`src/rtl/irqt_pkg.sv`:
```
package irqt_pkg;

  typedef enum logic [2:0] {
    SEL_NONE = 3'd0,
    SEL_CTRL = 3'd1,
    SEL_LOAD = 3'd2,
    SEL_HI   = 3'd3,
    SEL_LO   = 3'd4
  } irqt_sel_e;

  localparam int unsigned OFS_CTRL = 0;
  localparam int unsigned OFS_LOAD = 1;
  localparam int unsigned OFS_HI   = 2;
  localparam int unsigned OFS_LO   = 3;

endpackage

```
`src/rtl/irqt_decode.sv`:
```
module irqt_decode
  import irqt_pkg::*;
#(
  parameter int unsigned ADDR_W = 16,
  parameter logic [ADDR_W-1:0] BASE = 16'h9003
) (
  input  logic              wr_en,
  input  logic [ADDR_W-1:0] wr_addr,
  output irqt_sel_e         sel
);

  localparam logic [ADDR_W-1:0] A_CTRL = BASE + ADDR_W'(OFS_CTRL);
  localparam logic [ADDR_W-1:0] A_LOAD = BASE + ADDR_W'(OFS_LOAD);
  localparam logic [ADDR_W-1:0] A_HI   = BASE + ADDR_W'(OFS_HI);
  localparam logic [ADDR_W-1:0] A_LO   = BASE + ADDR_W'(OFS_LO);

  always_comb begin
    sel = SEL_NONE;
    if (wr_en) begin
      if (wr_addr == A_CTRL)      sel = SEL_CTRL;
      else if (wr_addr == A_LOAD) sel = SEL_LOAD;
      else if (wr_addr == A_HI)   sel = SEL_HI;
      else if (wr_addr == A_LO)   sel = SEL_LO;
    end
  end

endmodule

```
`src/rtl/irqt_reload.sv`:
```
module irqt_reload
  import irqt_pkg::*;
#(
  parameter int unsigned DATA_W = 8,
  localparam int unsigned CNT_W = 2 * DATA_W
) (
  input  logic              clk,
  input  logic              rst_n,
  input  irqt_sel_e         sel,
  input  logic [DATA_W-1:0] wr_data,
  output logic [CNT_W-1:0]  rld
);

  for (genvar gi = 0; gi < 2; gi++) begin : g_lane
    localparam irqt_sel_e LANE_SEL = (gi == 1) ? SEL_HI : SEL_LO;
    logic [DATA_W-1:0] byte_q;

    always_ff @(posedge clk or negedge rst_n) begin
      if (!rst_n)               byte_q <= '0;
      else if (sel == LANE_SEL) byte_q <= wr_data;
    end

    assign rld[gi*DATA_W +: DATA_W] = byte_q;
  end

endmodule

```
`src/rtl/irqt_core.sv`:
```
module irqt_core
  import irqt_pkg::*;
#(
  parameter int unsigned DATA_W = 8,
  localparam int unsigned CNT_W  = 2 * DATA_W,
  localparam int unsigned EN_BIT = DATA_W - 1
) (
  input  logic              clk,
  input  logic              rst_n,
  input  irqt_sel_e         sel,
  input  logic [DATA_W-1:0] wr_data,
  input  logic              tick,
  input  logic [CNT_W-1:0]  rld,
  output logic              en,
  output logic [CNT_W-1:0]  cnt
);

  logic at_zero;
  assign at_zero = (cnt == '0);

  always_ff @(posedge clk or negedge rst_n) begin
    if (!rst_n) begin
      en  <= 1'b0;
      cnt <= '0;
    end else begin
      case (sel)
        SEL_CTRL: begin
          en <= wr_data[EN_BIT];
          if (!wr_data[EN_BIT]) cnt <= '0;
        end
        SEL_LOAD: begin
          en  <= 1'b0;
          cnt <= rld;
        end
        SEL_HI, SEL_LO: ;
        default: begin
          if (tick && en) cnt <= at_zero ? rld : cnt - CNT_W'(1);
        end
      endcase
    end
  end

endmodule

```
`src/rtl/cyc_irq_timer.sv`:
```
module cyc_irq_timer
  import irqt_pkg::*;
#(
  parameter int unsigned ADDR_W = 16,
  parameter int unsigned DATA_W = 8,
  parameter logic [ADDR_W-1:0] BASE = 16'h9003
) (
  input  logic              clk,
  input  logic              rst_n,
  input  logic              wr_en,
  input  logic [ADDR_W-1:0] wr_addr,
  input  logic [DATA_W-1:0] wr_data,
  input  logic              tick,
  output logic              irq
);

  localparam int unsigned CNT_W = 2 * DATA_W;

  irqt_sel_e        sel;
  logic [CNT_W-1:0] rld_q;
  logic [CNT_W-1:0] cnt_q;
  logic             en_q;

  irqt_decode #(.ADDR_W(ADDR_W), .BASE(BASE)) u_dec (
    .wr_en   (wr_en),
    .wr_addr (wr_addr),
    .sel     (sel)
  );

  irqt_reload #(.DATA_W(DATA_W)) u_rld (
    .clk     (clk),
    .rst_n   (rst_n),
    .sel     (sel),
    .wr_data (wr_data),
    .rld     (rld_q)
  );

  irqt_core #(.DATA_W(DATA_W)) u_core (
    .clk     (clk),
    .rst_n   (rst_n),
    .sel     (sel),
    .wr_data (wr_data),
    .tick    (tick),
    .rld     (rld_q),
    .en      (en_q),
    .cnt     (cnt_q)
  );

  assign irq = en_q & ~|cnt_q;

endmodule

```
`config.mk`:
```
export PLATFORM = sky130hd
export DESIGN_NAME = cyc_irq_timer
export DESIGN_NICKNAME = d
export VERILOG_FILES = /design/src/rtl/irqt_pkg.sv /design/src/rtl/irqt_decode.sv /design/src/rtl/irqt_reload.sv /design/src/rtl/irqt_core.sv /design/src/rtl/cyc_irq_timer.sv
export SDC_FILE = /design/constraint.sdc
export NUM_CORES = 1
export LEC_CHECK = 0
export ABC_AREA = 1
export BUFFER_PORTS_ARGS = -buffer_cell sky130_fd_sc_hd__buf_4
export CORE_ASPECT_RATIO = 1.1
export CORE_MARGIN = 5
export CORE_UTILIZATION = 52
export CTS_CLUSTER_DIAMETER = 50
export DETAILED_ROUTE_END_ITERATION = 16
export GPL_TIMING_DRIVEN = 1
export PLACE_DENSITY = 0.74
export SYNTH_ARGS = -nofsm -noshare
export SYNTH_HDL_FRONTEND = slang
export SYNTH_HIERARCHICAL = 1
export SYNTH_SLANG_ARGS = --single-unit
export TNS_END_PERCENT = 30
```
`constraint.sdc`:
```
create_clock -name clk -period 3.8 [get_ports clk]
set_clock_uncertainty 0.05 [all_clocks]
set_input_delay 0.76 -clock clk [delete_from_list [all_inputs] [get_ports clk]]
set_output_delay 0.76 -clock clk [all_outputs]
set_load 0.05 [all_outputs]
```
# == Word-level counts from Yosys, hierarchy flattened ==
# Index checks and enable logic that the tools add are counted.
# word_totals
regBits,33
output_inout_bits,1
# classes
add_sub_neg,1
n_eq_ne,9
muxes,10
bitwise_logic,2
n_reduce_logical,8
# op_table
operator,n
16-bit equality test (second input constant),4
16-bit 2-to-1 mux,3
16-bit case mux with 3 select lines,1
16-bit logical NOT,1
16-bit OR reduction,1
16-bit by 1-bit subtractor with 16-bit output (second input constant),1
3-bit 2-to-1 mux,5
3-bit by 2-bit equality test with 1-bit output (second input constant),2
3-bit by 1-bit equality test with 1-bit output (second input constant),1
3-bit equality test (second input constant),1
3-bit AND reduction,1
3-bit nonzero test,1
2-bit inequality test (second input constant),1
1-bit case mux with 2 select lines,1
2-bit nonzero test,1
2-bit OR reduction,1
1-bit AND,1
1-bit logical AND,1
1-bit logical NOT,1
1-bit NOT,1

# == Depth between registers and ports, before layout ==
# depth
depth_word,10
ltp_mapped,17
mapped_depth_nobuf,17

# == By module ==
# Netlist, hierarchy kept.
# by_module_without_submodules
mod,n_inst,cells_each,area_per_inst_um2
irqt_core,1,261,1642.8
irqt_reload,1,71,696.9
irqt_decode,1,27,117.6
cyc_irq_timer,1,14,57.6

# == Worst setup path before layout ==
# OpenSTA, ideal clock, no wires.
# synth_timing
kind,input to register
startpoint,input wr_addr[15]
endpoint,register u_core.cnt[10]
t_arrival_ps,2182
t_required_ps,3633
slack_ps,1452
stages,16
path_cell_list,inv_1 -> nor2_1 -> nand2_1 -> nor2_2 -> nand2_1 -> nor2_1 -> inv_2 -> nand3_1 -> nand2_2 -> inv_4 -> nand2_2 -> nand2_4 -> inv_4 -> buf_4 -> nor2_1 -> nor2_1
# synth_rtl
item,line,text
from (decl),cyc_irq_timer.sv:11,"input logic [ADDR_W-1:0] wr_addr,"
16-bit equality test,irqt_decode.sv:22,else if (wr_addr == A_HI) sel = SEL_HI;
3-bit 2-to-1 mux,irqt_decode.sv:22,
3-bit 2-to-1 mux,irqt_decode.sv:21,else if (wr_addr == A_LOAD) sel = SEL_LOAD;
3-bit 2-to-1 mux *,irqt_decode.sv:20,if (wr_addr == A_CTRL) sel = SEL_CTRL;
3-bit 2-to-1 mux *,irqt_decode.sv:19,if (wr_en) begin
net sel[1],cyc_irq_timer.sv:19,irqt_sel_e sel;
3-bit by 2-bit equality test with 1-bit output or 3-bit equality test (tied branches),irqt_core.sv:26,case (sel)
2-bit OR reduction,--,
1-bit NOT (no line),--,
3-bit AND reduction (no line),--,
to (signal assigned),irqt_core.sv:33,cnt <= rld;
to (signal assigned),irqt_core.sv:37,if (tick && en) cnt <= at_zero ? rld : cnt - CNT_W'(1);
to (decl),irqt_core.sv:15,output logic [CNT_W-1:0] cnt
# The timed path passes the listed nets; every way through them passes the cells marked *.
# A chain may end at the register's enable or synchronous reset.

# == Worst setup path in the final report ==
# layout_timing
startpoint,input wr_addr[5]
endpoint,register u_core.cnt[7]
# Same word-level chain as after synthesis.

==> impl_metrics.toml <==
[outcome]
status = "finished, final reports clean"

[global_route]
grt_use_met2 = 0.327
grt_usage = 0.200
gr-usage-met1 = 0.266
grt_first_pass_wirelength_um = 10600
grt_use_met3 = 0.0260
gr-total-overflow = 0
antenna_found_initial = 0
grt_pass1_vias = 2344
top_usage_layer = "met2"
grt_max_degree = 34

[clocking]
cts-resized-gates = 0
numClockSinks = 33
ctsHoldBuffers = 0
cts_setup_buffers = 0
clk_path_buf_depth = 2
cts_made_buffers = 5
cts_tree = "yes"
h-tree-depth = 2
cts_root_buf = "clkbuf_8"
clk_pin_slew_ns = 0.07
clkLatencyLatePin_ns = 0.29

[detailed_routing]
vias = 2506
final_antenna_net_count = 0
wirelength_um = 6260
post_drt_wl_per_cell_um = 13.6
avgViaCountPerCell = 5.45
first_pass_iters = 5
dr.first_iter.drc_count = 142
drc = 0

[final_layout]
num-fill-cells = 468
stdcell_count = 460
drive_gt1_frac = 0.200
area.growth.synth_to_final_pct = 13.1
num-nets-final = 433
n_antenna_cell = 0
fin_util = 0.607
final_area_mm2 = 0.00284

[power]
vdd_drop_max_mv = 0.199
leakagePower_nw = 1.60
p_per_area_mw_per_mm2 = 269
power_uw = 764

[synthesis]
syn_area_mm2 = 0.00251
synth_commonest_cells = "nand2_1, nor2_1, dfrtp_1"
syn_area_per_cell_um2 = 6.74
ys.flop_type = "dfrtp_1"
synth_top_area_share = 0.328
yosys_warnings = 6
synthArstFlopShare = 1.00
ys_top_cells_by_area = "dfrtp_1, nand2_1, nor2_1, nand3_1, a21oi_1"
synth.most_common_cell = "nand2_1"
syn_inst = 373
synth_cell_types = 34
synth_top_cell_by_area = "dfrtp_1"
syn-num-nets = 403
synth_edf_count = 0
ys_seq_area_frac = 0.328
ys_seq_elements = 33

[worst_setup_path]
cp.arrival_ns = 2.60
critPathTopFamily = "simple AND/OR/NAND/NOR gates"
cpMostUsedCell = "nand2_1"
endpoint_kind = "flip-flop"
slowest_stage = "nor2_1"
crit_path_start_kind = "input pin"
max_stage_delay_ns = 0.32
reg2reg_from = "u_core/cnt[0]"
crit_buf_inv = 5
crit_fanout = 18
path_cells = "buf_4 -> nor2_1 -> nand2_1 -> nor2_2 -> nand2_1 -> nor2_1 -> inv_2 -> nand3_1 -> nand2_2 -> inv_4 -> nand2_2 -> nand2_4 -> inv_4 -> o21ai_1 -> inv_1 -> nand2_1 -> nand2_1"
worstPathRequired_ns = 3.93
criticalPathCategory = "input pin to flip-flop"
worstSetupStartpoint = "wr_addr[5]"

[timing]
hold_violations = 0
fmax_mhz = 404
fin_setup_tns_ns = 0
min_period_ns = 2.48
worst_slack_ns = 1.32
fin_crit_sh = 0.651
worst_slew_pin_slew_ns = 0.413
whs_ns = 0.360
rsz0062_at_grt = "no"
slew_headroom = 0.725
setup_viol = 0
finalMaxSlewViolations = 0

[die]
die_area_mm2 = 0.00633
core_area_mm2 = 0.00468
start_util = 0.537
die_h_um = 82.9
io_pins = 29
die_width_um = 76.3
rows = 26

[placement]
gp_congestion = 0.902
placed_cell_area_mm2 = 0.00274
dp_slack_ns = 1.03
io_buffer_count = 28
placed_cells = 452
place_hpwl_um = 4880

[run]
cap_viol_max_count = 0

[hold_path]
hp-class = "input pin to async pin"
==> cell usage in the layout (no fill, tap or decap), types with 3 or more instances in the layout <==
cell type,synthesis,layout
a21oi_1,25,25
buf_4,2,31
clkbuf_8,0,7
dfrtp_1,33,33
inv_1,20,20
inv_2,8,8
nand2_1,127,127
nand2_2,5,5
nand2_4,3,3
nand3_1,27,27
nand3_2,9,9
nand3b_1,3,3
nand4_1,13,13
nor2_1,55,55
nor2_2,8,8
o21ai_0,4,4
==> worst register-to-register path: cells and delay by family, from the launching register on <==
kind	cells	cell delay, ns
and+or+nand+nor	6	1.17
DFF	1	0.43
adders and majority gates	1	0.22
buffers and inverters	1	0.15
==> per-layer routing <==
layer | vias to the layer above | wire length [um]
li1 | 1255 | -
met1 | 1131 | 2870
met2 | 108 | 2910
met3 | 12 | 330
met4 | 0 | 151
met5 | - | 0
==> layout make-up <==
cell class                 instances  area [um2]  area share
sequential                        33         826       0.290
clock buffer                       7        96.3      0.0339
clock inverter                     1        5.00     0.00176
timing repair buffer              31         233      0.0818
multi-input combinational        300        1490       0.524
inverter                          32         125      0.0440
tap                               56        70.1      0.0246
==> logic make-up (layout without fill, tap and decap cells) <==
group / after synthesis / after routing / synth area share
adders and majority gates: 2 / 2 / 0.00995
DFF: 33 / 33 / 0.328
AOI/OAI and AO/OA: 33 / 33 / 0.0677
and+or+nand+nor: 263 / 263 / 0.507
xor gates and xnor gates: 2 / 2 / 0.00697
buffers and inverters: 40 / 71 / 0.0796
==> sequential cells by signal, indices dropped and copies added (netlist names) <==
signal and count:
u_core/cnt 16, u_rld/g_lane.byte_q 16, u_core/en 1
==> power breakdown <==
group / switching [mW] / leakage [nW] / internal [mW] / total, mW
logic: 0.0701 / 1.08 / 0.0466 / 0.117
registers: 0.00324 / 0.461 / 0.353 / 0.356
clock network: 0.128 / 0.0542 / 0.164 / 0.292
total: 0.201 / 1.60 / 0.563 / 0.764
==> worst paths after layout <==
path,slack [ns],to,cells after the start
worst max-delay path,1.32,u_core/cnt[7],17
worst min-delay path,0.36,u_rld/g_lane[0].byte_q[0],1
worst max register to register,1.69,u_core/cnt[0],8
worst min register to register,0.46,u_rld/g_lane[1].byte_q[7],2
max in group asynchronous,3.04,u_rld/g_lane[0].byte_q[3],1
min in group clk,0.46,u_rld/g_lane[1].byte_q[7],2
No activity file was read; power rests on OpenSTA's default activity.
